==> src/rtl/nec_pkg.sv <==
// Package: shared types for the four-bit event counter.
// Assumes: the src_sel encoding below is fixed by the block's requirements.
package nec_pkg;
    typedef enum logic [1:0] {
        SRC_OFF    = 2'b00,
        SRC_SOFT   = 2'b01,
        SRC_TIMER  = 2'b10,
        SRC_EXTCLK = 2'b11
    } evt_src_e;
endpackage

==> src/rtl/evt_source_sel.sv <==
// Module: evt_source_sel
// Brings the external clock into the clk domain through a synchroniser and
// reports each change of its level as an event. Selects one event source.
// Assumes: ext_clk stays at each level for at least SYNC_STAGES+1 clk cycles.
module evt_source_sel
    import nec_pkg::*;
#(
    parameter int SYNC_STAGES = 2
) (
    input  logic     clk,
    input  logic     rst_n,
    input  evt_src_e src,
    input  logic     ext_clk,
    input  logic     tmr_match,
    input  logic     sw_strobe,
    output logic     evt
);
    localparam int LAST = SYNC_STAGES - 1;

    logic [SYNC_STAGES-1:0] sync_q;
    logic                   prev_q;
    logic                   ext_edge;

    // Synchroniser chain for the asynchronous clock pin.
    for (genvar i = 0; i < SYNC_STAGES; i++) begin : g_sync
        if (i == 0) begin : g_first
            always_ff @(posedge clk) begin
                if (!rst_n) sync_q[0] <= 1'b0;
                else        sync_q[0] <= ext_clk;
            end
        end else begin : g_next
            always_ff @(posedge clk) begin
                if (!rst_n) sync_q[i] <= 1'b0;
                else        sync_q[i] <= sync_q[i-1];
            end
        end
    end

    // Remember the previous synchronised level for edge detection.
    always_ff @(posedge clk) begin
        if (!rst_n) prev_q <= 1'b0;
        else        prev_q <= sync_q[LAST];
    end

    // Any change of level, in either direction, is one event.
    assign ext_edge = sync_q[LAST] ^ prev_q;

    // Choose the event source.
    always_comb begin
        unique case (src)
            SRC_SOFT:   evt = sw_strobe;
            SRC_TIMER:  evt = tmr_match;
            SRC_EXTCLK: evt = ext_edge;
            default:    evt = 1'b0;
        endcase
    end


    off_src_silent_chk: assert property (@(posedge clk) disable iff (!rst_n)
        (src == SRC_OFF) |-> !evt);

    edge_follows_sync_chk: assert property (@(posedge clk) disable iff (!rst_n)
        (src == SRC_EXTCLK && sync_q[LAST] != prev_q) |-> evt);
endmodule

==> src/rtl/cnt_core.sv <==
// Module: cnt_core
// Wrapping up-counter with a host load and a registered one-cycle carry.
// Assumes: a load wins over an increment in the same cycle.
module cnt_core #(
    parameter int CNT_W = 4
) (
    input  logic             clk,
    input  logic             rst_n,
    input  logic             inc,
    input  logic             wr,
    input  logic [CNT_W-1:0] wdata,
    output logic [CNT_W-1:0] cnt,
    output logic             wrap,
    output logic             carry
);
    localparam logic [CNT_W-1:0] CNT_MAX = {CNT_W{1'b1}};
    localparam logic [CNT_W-1:0] CNT_ONE = {{(CNT_W-1){1'b0}}, 1'b1};

    // A wrap happens on an increment from the top value that no load overrides.
    assign wrap = inc && !wr && (cnt == CNT_MAX);

    // Count register: a load has priority, otherwise increment.
    always_ff @(posedge clk) begin
        if (!rst_n)   cnt <= '0;
        else if (wr)  cnt <= wdata;
        else if (inc) cnt <= cnt + CNT_ONE;
    end

    // Carry pulse that steps the cascaded timer.
    always_ff @(posedge clk) begin
        if (!rst_n) carry <= 1'b0;
        else        carry <= wrap;
    end


    load_prio_chk: assert property (@(posedge clk) disable iff (!rst_n)
        wr |=> (cnt == $past(wdata)));

    wrap_to_zero_chk: assert property (@(posedge clk) disable iff (!rst_n)
        (inc && !wr && cnt == CNT_MAX) |=> (cnt == '0 && carry));

    carry_single_chk: assert property (@(posedge clk) disable iff (!rst_n)
        carry |=> !carry);

    hold_chk: assert property (@(posedge clk) disable iff (!rst_n)
        (!wr && !inc) |=> $stable(cnt));
endmodule

==> src/rtl/ovf_flag_ctl.sv <==
// Module: ovf_flag_ctl
// Sticky overflow flag with a clear input and an interrupt request gate.
// Assumes: a set in the same cycle as a clear leaves the flag set.
module ovf_flag_ctl (
    input  logic clk,
    input  logic rst_n,
    input  logic set,
    input  logic clr,
    input  logic irq_en,
    output logic flag,
    output logic irq
);
    // Flag register: set wins over clear.
    always_ff @(posedge clk) begin
        if (!rst_n)   flag <= 1'b0;
        else if (set) flag <= 1'b1;
        else if (clr) flag <= 1'b0;
    end

    // The interrupt request follows the flag while it is enabled.
    assign irq = flag && irq_en;


    set_wins_chk: assert property (@(posedge clk) disable iff (!rst_n)
        set |=> flag);

    clear_chk: assert property (@(posedge clk) disable iff (!rst_n)
        (clr && !set) |=> !flag);

    irq_gate_chk: assert property (@(posedge clk) disable iff (!rst_n)
        !flag |-> !irq);
endmodule

==> src/rtl/nib_evt_counter.sv <==
// Module: nib_evt_counter (top)
// Four-bit event counter. It counts software strobes, timer matches or both
// edges of an external clock, keeps a sticky overflow flag with an interrupt
// request, and outputs a carry pulse for a cascaded timer.
// Assumes: synchronous active-low reset; host inputs are clk-synchronous.
module nib_evt_counter
    import nec_pkg::*;
#(
    parameter int CNT_W       = 4,
    parameter int SYNC_STAGES = 2
) (
    input  logic             clk,
    input  logic             rst_n,
    input  logic [1:0]       src_sel,
    input  logic             ext_clk,
    input  logic             tmr_match,
    input  logic             sw_strobe,
    input  logic             cnt_wr,
    input  logic [CNT_W-1:0] cnt_wdata,
    input  logic             flag_clr,
    input  logic             irq_en,
    output logic [CNT_W-1:0] cnt_q,
    output logic             ovf_flag,
    output logic             irq,
    output logic             carry_out
);
    logic evt;
    logic wrap;

    evt_source_sel #(.SYNC_STAGES(SYNC_STAGES)) u_src (
        .clk       (clk),
        .rst_n     (rst_n),
        .src       (evt_src_e'(src_sel)),
        .ext_clk   (ext_clk),
        .tmr_match (tmr_match),
        .sw_strobe (sw_strobe),
        .evt       (evt)
    );

    cnt_core #(.CNT_W(CNT_W)) u_cnt (
        .clk   (clk),
        .rst_n (rst_n),
        .inc   (evt),
        .wr    (cnt_wr),
        .wdata (cnt_wdata),
        .cnt   (cnt_q),
        .wrap  (wrap),
        .carry (carry_out)
    );

    ovf_flag_ctl u_flag (
        .clk    (clk),
        .rst_n  (rst_n),
        .set    (wrap),
        .clr    (flag_clr),
        .irq_en (irq_en),
        .flag   (ovf_flag),
        .irq    (irq)
    );


    wrap_flag_carry_chk: assert property (@(posedge clk) disable iff (!rst_n)
        carry_out |-> (ovf_flag && cnt_q == '0));
endmodule

==> config.mk <==
export PLATFORM = sky130hd
export DESIGN_NAME = nib_evt_counter
export DESIGN_NICKNAME = d
export VERILOG_FILES = /design/src/rtl/nec_pkg.sv /design/src/rtl/evt_source_sel.sv /design/src/rtl/cnt_core.sv /design/src/rtl/ovf_flag_ctl.sv /design/src/rtl/nib_evt_counter.sv
export SDC_FILE = /design/constraint.sdc
export NUM_CORES = 1
export LEC_CHECK = 0
export ABC_AREA = 0
export BUFFER_PORTS_ARGS = -buffer_cell sky130_fd_sc_hd__buf_2
export CELL_PAD_IN_SITES_DETAIL_PLACEMENT = 0
export CELL_PAD_IN_SITES_GLOBAL_PLACEMENT = 1
export CORE_ASPECT_RATIO = 0.8
export CORE_UTILIZATION = 25
export CTS_CLUSTER_DIAMETER = 40
export DETAILED_ROUTE_END_ITERATION = 10
export PLACE_DENSITY_LB_ADDON = 0.1
export RECOVER_POWER = 50
export SETUP_SLACK_MARGIN = 0.1
export SLEW_MARGIN = 5
export SYNTH_ARGS = -nofsm -noshare
export SYNTH_HDL_FRONTEND = slang
export SYNTH_SLANG_ARGS = --single-unit
==> constraint.sdc <==
create_clock -name clk -period 2.1 [get_ports clk]
set_input_delay 0.525 -clock clk [delete_from_list [all_inputs] [get_ports clk]]
set_output_delay 0.525 -clock clk [all_outputs]
set_load 0.01 [all_outputs]
Word level (Yosys, flattened, before mapping). Cells that the tools add are included.

Add/sub/neg operators: 1. Reduce and logical (&&, ||, !) cells: 6. Multiplexer cells: 5. Bitwise gates (word level): 1. Equal/unequal tests: 4.

Operators by type and width (count): $mux W4 (2); $add A4 B1 Y4 const B (1); $eq A2 B2 Y1 const B (2); $eq A4 B4 Y1 const B (1); $reduce_bool A2 Y1 (2); $logic_and A1 B1 Y1 (3); $pmux W1 S3 (1); $eq A2 B1 Y1 const B (1); $mux W1 (2); $logic_not A1 Y1 (1); $xor A1 B1 Y1 (1).

Register bits after elaboration: 9. Bits of input ports: 14.

Depth between registers and ports, before layout.
Word-level depth: 5. Depth in mapped cells: 4. Depth with buffers taken out: 4.

Hierarchy. A second synthesis with hierarchy kept.

Cells, all modules: 41. Area total of the unflattened synthesis: 387.9 um^2.

By module, submodules not included: cnt_core (times used 1, seq. area each 100.1 um^2, cells an instance 26, area an instance 229.0 um^2); evt_source_sel (times used 1, seq. area each 60.1 um^2, cells an instance 11, area an instance 110.1 um^2); ovf_flag_ctl (times used 1, seq. area each 20.0 um^2, cells an instance 4, area an instance 48.8 um^2).

Least setup slack after synthesis. No wires, ideal clock.

Kind: in2out. Start point: input irq_en. End point: output irq. Slack: 885 ps. Required time: 1575 ps. Arrival time: 690 ps. Stages: 1. Buffers on the path: 0. Path through: and2_1.

Word-level cells in the longest chain between the ends: 1.

RTL lines: start, declared (line nib_evt_counter.sv:21) `input logic irq_en,`; $logic_and A1 B1 Y1 (line ovf_flag_ctl.sv:21) `assign irq = flag && irq_en;`; end, declared (line nib_evt_counter.sv:24) `output logic irq,`.

No other way between the ends.

Worst setup path after layout.
Start point: input src_sel[0]. End point: register u_flag.flag.

Word-level cells in the longest chain between the ends: 5. Elaborated cells on any way between the ends: 8. Classes of those cells: 3 x eq/ne; 2 x mux; 3 x reduce/logical.

RTL lines: start, declared (line nib_evt_counter.sv:14) `input logic [1:0] src_sel,`; $eq A2 B2 Y1 / $eq A2 B1 Y1 (equally long branches) (line evt_source_sel.sv:50) `unique case (src)`; $pmux W1 S3 * (line evt_source_sel.sv:50); $logic_and A1 B1 Y1 * (2 in series) (line cnt_core.sv:20) `assign wrap = inc && !wr && (cnt == CNT_MAX);`; $mux W1 / $reduce_bool A2 Y1 (equally long branches); end signal, assigned (line ovf_flag_ctl.sv:15) `if (!rst_n) flag <= 1'b0;`; end signal, assigned (line ovf_flag_ctl.sv:16) `else if (set) flag <= 1'b1;`; end signal, assigned (line ovf_flag_ctl.sv:17) `else if (clr) flag <= 1'b0;`; end, declared (line ovf_flag_ctl.sv:10) `output logic flag,`.

Mark *: on every way between the ends. The rest lies on a longest branch, timed or not. A chain may end at the register's enable or synchronous reset.

==> impl_metrics.py <==
metrics = {
    "clocking": {
        "cts_setup_buffers": 0,
        "cts_resized": 0,
        "clock_latency_ns": 0.26,
        "clk_path_buf_depth": 2,
        "cts.clk_slew.worst_paths_ns": 0.06,
        "cts_htree_levels": 1,
        "cts_tree": "done",
        "cts_sinks": 9,
        "cts-root-buf": "clkbuf_4",
        "cts_buffers": 3,
        "hold_buffers": 0,
    },
    "synth": {
        "avgSynthCellArea_um2": 8.68,
        "synth_ff_type": "dfxtp_1",
        "synth_edf_count": 0,
        "synth_seq_cells": 9,
        "yosysWarnings": 0,
        "synthesis.nets": 66,
        "synth.yosys.seq_area_share": 0.407,
        "netlist_area_um2": 443,
        "netlist_instances": 51,
        "synth.distinct_cells": 26,
        "async_reset_ff_frac": 0,
    },
    "setup_path": {
        "path_max_fanout": 5,
        "worstPathRequired_ns": 2.27,
        "worstSetupPathType": "input port to register",
        "crit_end": "u_flag.flag$_SDFFE_PN0P_",
        "endpoint_kind": "register",
        "r2r-end": "u_flag.flag$_SDFFE_PN0P_",
        "timing.rr.start": "u_src.sync_q[1]$_SDFF_PN0_",
        "critPathLaunch": "src_sel[0]",
        "cp-start-kind": "input port",
        "r2r_slack_ns": 0.89,
        "reg2reg_depth": 4,
        "worstPathArrival_ns": 1.73,
    },
    "routing": {
        "ant_nets": 0,
        "dr.pass1.iters": 4,
        "vias": 455,
        "route.detailed.drc": 0,
        "drtIter0Drc": 14,
        "wl_mm": 1.04,
        "wl_per_cell_um": 10.8,
        "post_drt_via_cell_ratio": 4.74,
    },
    "final_layout": {
        "ff_latch_area_um2": 180,
        "layout-drive-gt1-share": 0.324,
        "n_fill_cell": 189,
        "syn_to_final_growth_pct": 31.6,
        "fin_nets": 90,
        "diodes": 0,
        "multi_input_area_um2": 244,
    },
    "pwr": {
        "netSwitchingPower_mw": 0.0973,
        "intPower_mw": 0.277,
        "p_per_area_mw_per_mm2": 642,
        "p_sw_frac": 0.260,
        "pwr-share-seq": 0.500,
        "power.share.clock": 0.356,
        "total_leakage_power_nw": 0.244,
        "p_comb_frac": 0.144,
        "vdd_ir_drop_max_mv": 0.272,
    },
    "floorplan": {
        "start_util": 0.270,
        "die_h_um": 39.6,
        "rows": 13,
        "die_area_mm2": 0.00194,
        "core-area_mm2": 0.00164,
        "ios": 21,
        "fp.dieW_um": 49.1,
    },
    "worst_hold_path": {
        "hp-class": "register to register",
    },
    "sta": {
        "fin_crit_sh": 0.744,
        "drv_slew": 0,
        "setup_viol": 0,
        "setup_ws_ns": 0.538,
        "worst_pin_slew_ns": 0.588,
        "finalHoldViolCount": 0,
        "maxSlewHeadroom": 0.604,
        "rsz0062_at_grt": "no",
        "clock.fmax_mhz": 640,
        "finalSetupTns_ns": 0,
        "skew_ns": 0.00354,
        "fin_crit_ns": 1.56,
    },
    "global_routing": {
        "overflow": 0,
        "grt_max_degree": 14,
        "gr-usage-all-layers": 0.133,
        "grt_pass1_wl_mm": 1.81,
        "grt_pass1_vias": 406,
        "antenna_found_initial": 0,
    },
    "flow_run": {
        "maxCapViolations": 0,
    },
    "placement": {
        "post-place-ws_ns": 0.692,
        "port_buffers": 20,
        "hpwl_um": 835,
        "gp_congestion": 0.753,
    },
    "outcome": {
        "status": "finished clean",
    },
}
==> power groups by stage <==
stage / Sequential (mW) / Clock (mW) / Combinational [mW]
floorplan: 0.193 / 0 / 0.0273
global placement: 0.191 / 0 / 0.0564
detailed placement: 0.191 / 0 / 0.0565
CTS: 0.187 / 0.139 / 0.0566
global route: 0.189 / 0.155 / 0.0610
finish: 0.187 / 0.133 / 0.0539
==> through the flow <==
step	instance area (um^2)	total power, mW	utilization	hold WS, ns	cells
CTS	593	0.383	0.361	0.437	96
floorplan	443	0.220	-	0.412	51
detailed placement	567	0.248	0.345	0.422	92
finish	583	0.374	0.355	0.435	96
global route	583	0.405	0.355	0.470	96
global placement	567	0.247	0.345	0.414	92
==> layout make-up <==
class,instances,area share
Multi-Input combinational cell,39,0.418
Timing Repair Buffer,20,0.167
Tap cell,22,0.0472
Clock buffer,4,0.0451
Sequential cell,9,0.309
Inverter,2,0.0129
==> logic make-up after synthesis <==
logic type               share of synthesized area
buffers and inverters                       0.0254
XOR/XNOR                                    0.0198
flip-flops                                   0.407
adder cells (fa/ha/maj)                     0.0282
AO/OA/AOI/OAI                                0.235
AND/OR/NAND/NOR                              0.285
==> cells in the mapped netlist (2+ instances only) <==
cell / count / area (um^2)
nand2_1: 4 / 15.0
nand3_1: 6 / 30.0
o21ai_2: 2 / 17.5
nand3b_1: 2 / 15.0
nor2_1: 2 / 7.51
o21ai_0: 4 / 20.0
and2_1: 3 / 18.8
inv_1: 2 / 7.51
dfxtp_1: 9 / 180
==> sequential cells by signal, summed over array words and instances, names as in the netlist <==
name          count
u_cnt.cnt         4
u_src.sync_q      2
u_cnt.carry       1
u_flag.flag       1
u_src.prev_q      1
==> critical path: stages <==
cell and delay [ns]:
clkbuf_1 0.11, nand2_1 0.07, o21ai_0 0.48, o21ai_0 0.27, o31ai_1 0.27
==> metal layers <==
| metal | GRT usage | share of wire | vias to the layer above | routed length, um |
|---|---|---|---|---|
| li1 | - | - | 235 | - |
| met1 | 0.179 | 0.52 | 201 | 540 |
| met2 | 0.171 | 0.39 | 17 | 400 |
| met3 | 0.0736 | 0.084 | 2 | 87 |
| met4 | 0.0441 | 0.0077 | 0 | 8 |
| met5 | 0 | 0 | - | 0 |
==> cell usage in the layout (no fill, tap or decap), drive strengths merged, types with 2 or more instances in the layout <==
| cell type | netlist | layout |
|---|---|---|
| a211oi | 2 | 2 |
| and2 | 4 | 4 |
| buf | 0 | 18 |
| clkbuf | 1 | 6 |
| dfxtp | 9 | 9 |
| inv | 2 | 2 |
| nand2 | 4 | 4 |
| nand3 | 6 | 6 |
| nand3b | 2 | 2 |
| nor2 | 3 | 3 |
| o21ai | 6 | 6 |
==> how the worst min path moves through the flow <==
stage / slack (ns) / to / startpoint / depth (start not counted)
global placement: 0.41 / u_src.sync_q[1]$_SDFF_PN0_ / u_src.sync_q[0]$_SDFF_PN0_ / 1
finish: 0.43 / u_src.sync_q[1]$_SDFF_PN0_ / u_src.sync_q[0]$_SDFF_PN0_ / 1
floorplan: 0.41 / u_src.sync_q[1]$_SDFF_PN0_ / u_src.sync_q[0]$_SDFF_PN0_ / 1
detailed placement: 0.42 / u_src.sync_q[1]$_SDFF_PN0_ / u_src.sync_q[0]$_SDFF_PN0_ / 1
global route: 0.47 / u_src.sync_q[1]$_SDFF_PN0_ / u_src.sync_q[0]$_SDFF_PN0_ / 1
CTS: 0.44 / u_src.sync_q[1]$_SDFF_PN0_ / u_src.sync_q[0]$_SDFF_PN0_ / 1
(Power assumes the default switching activity.)
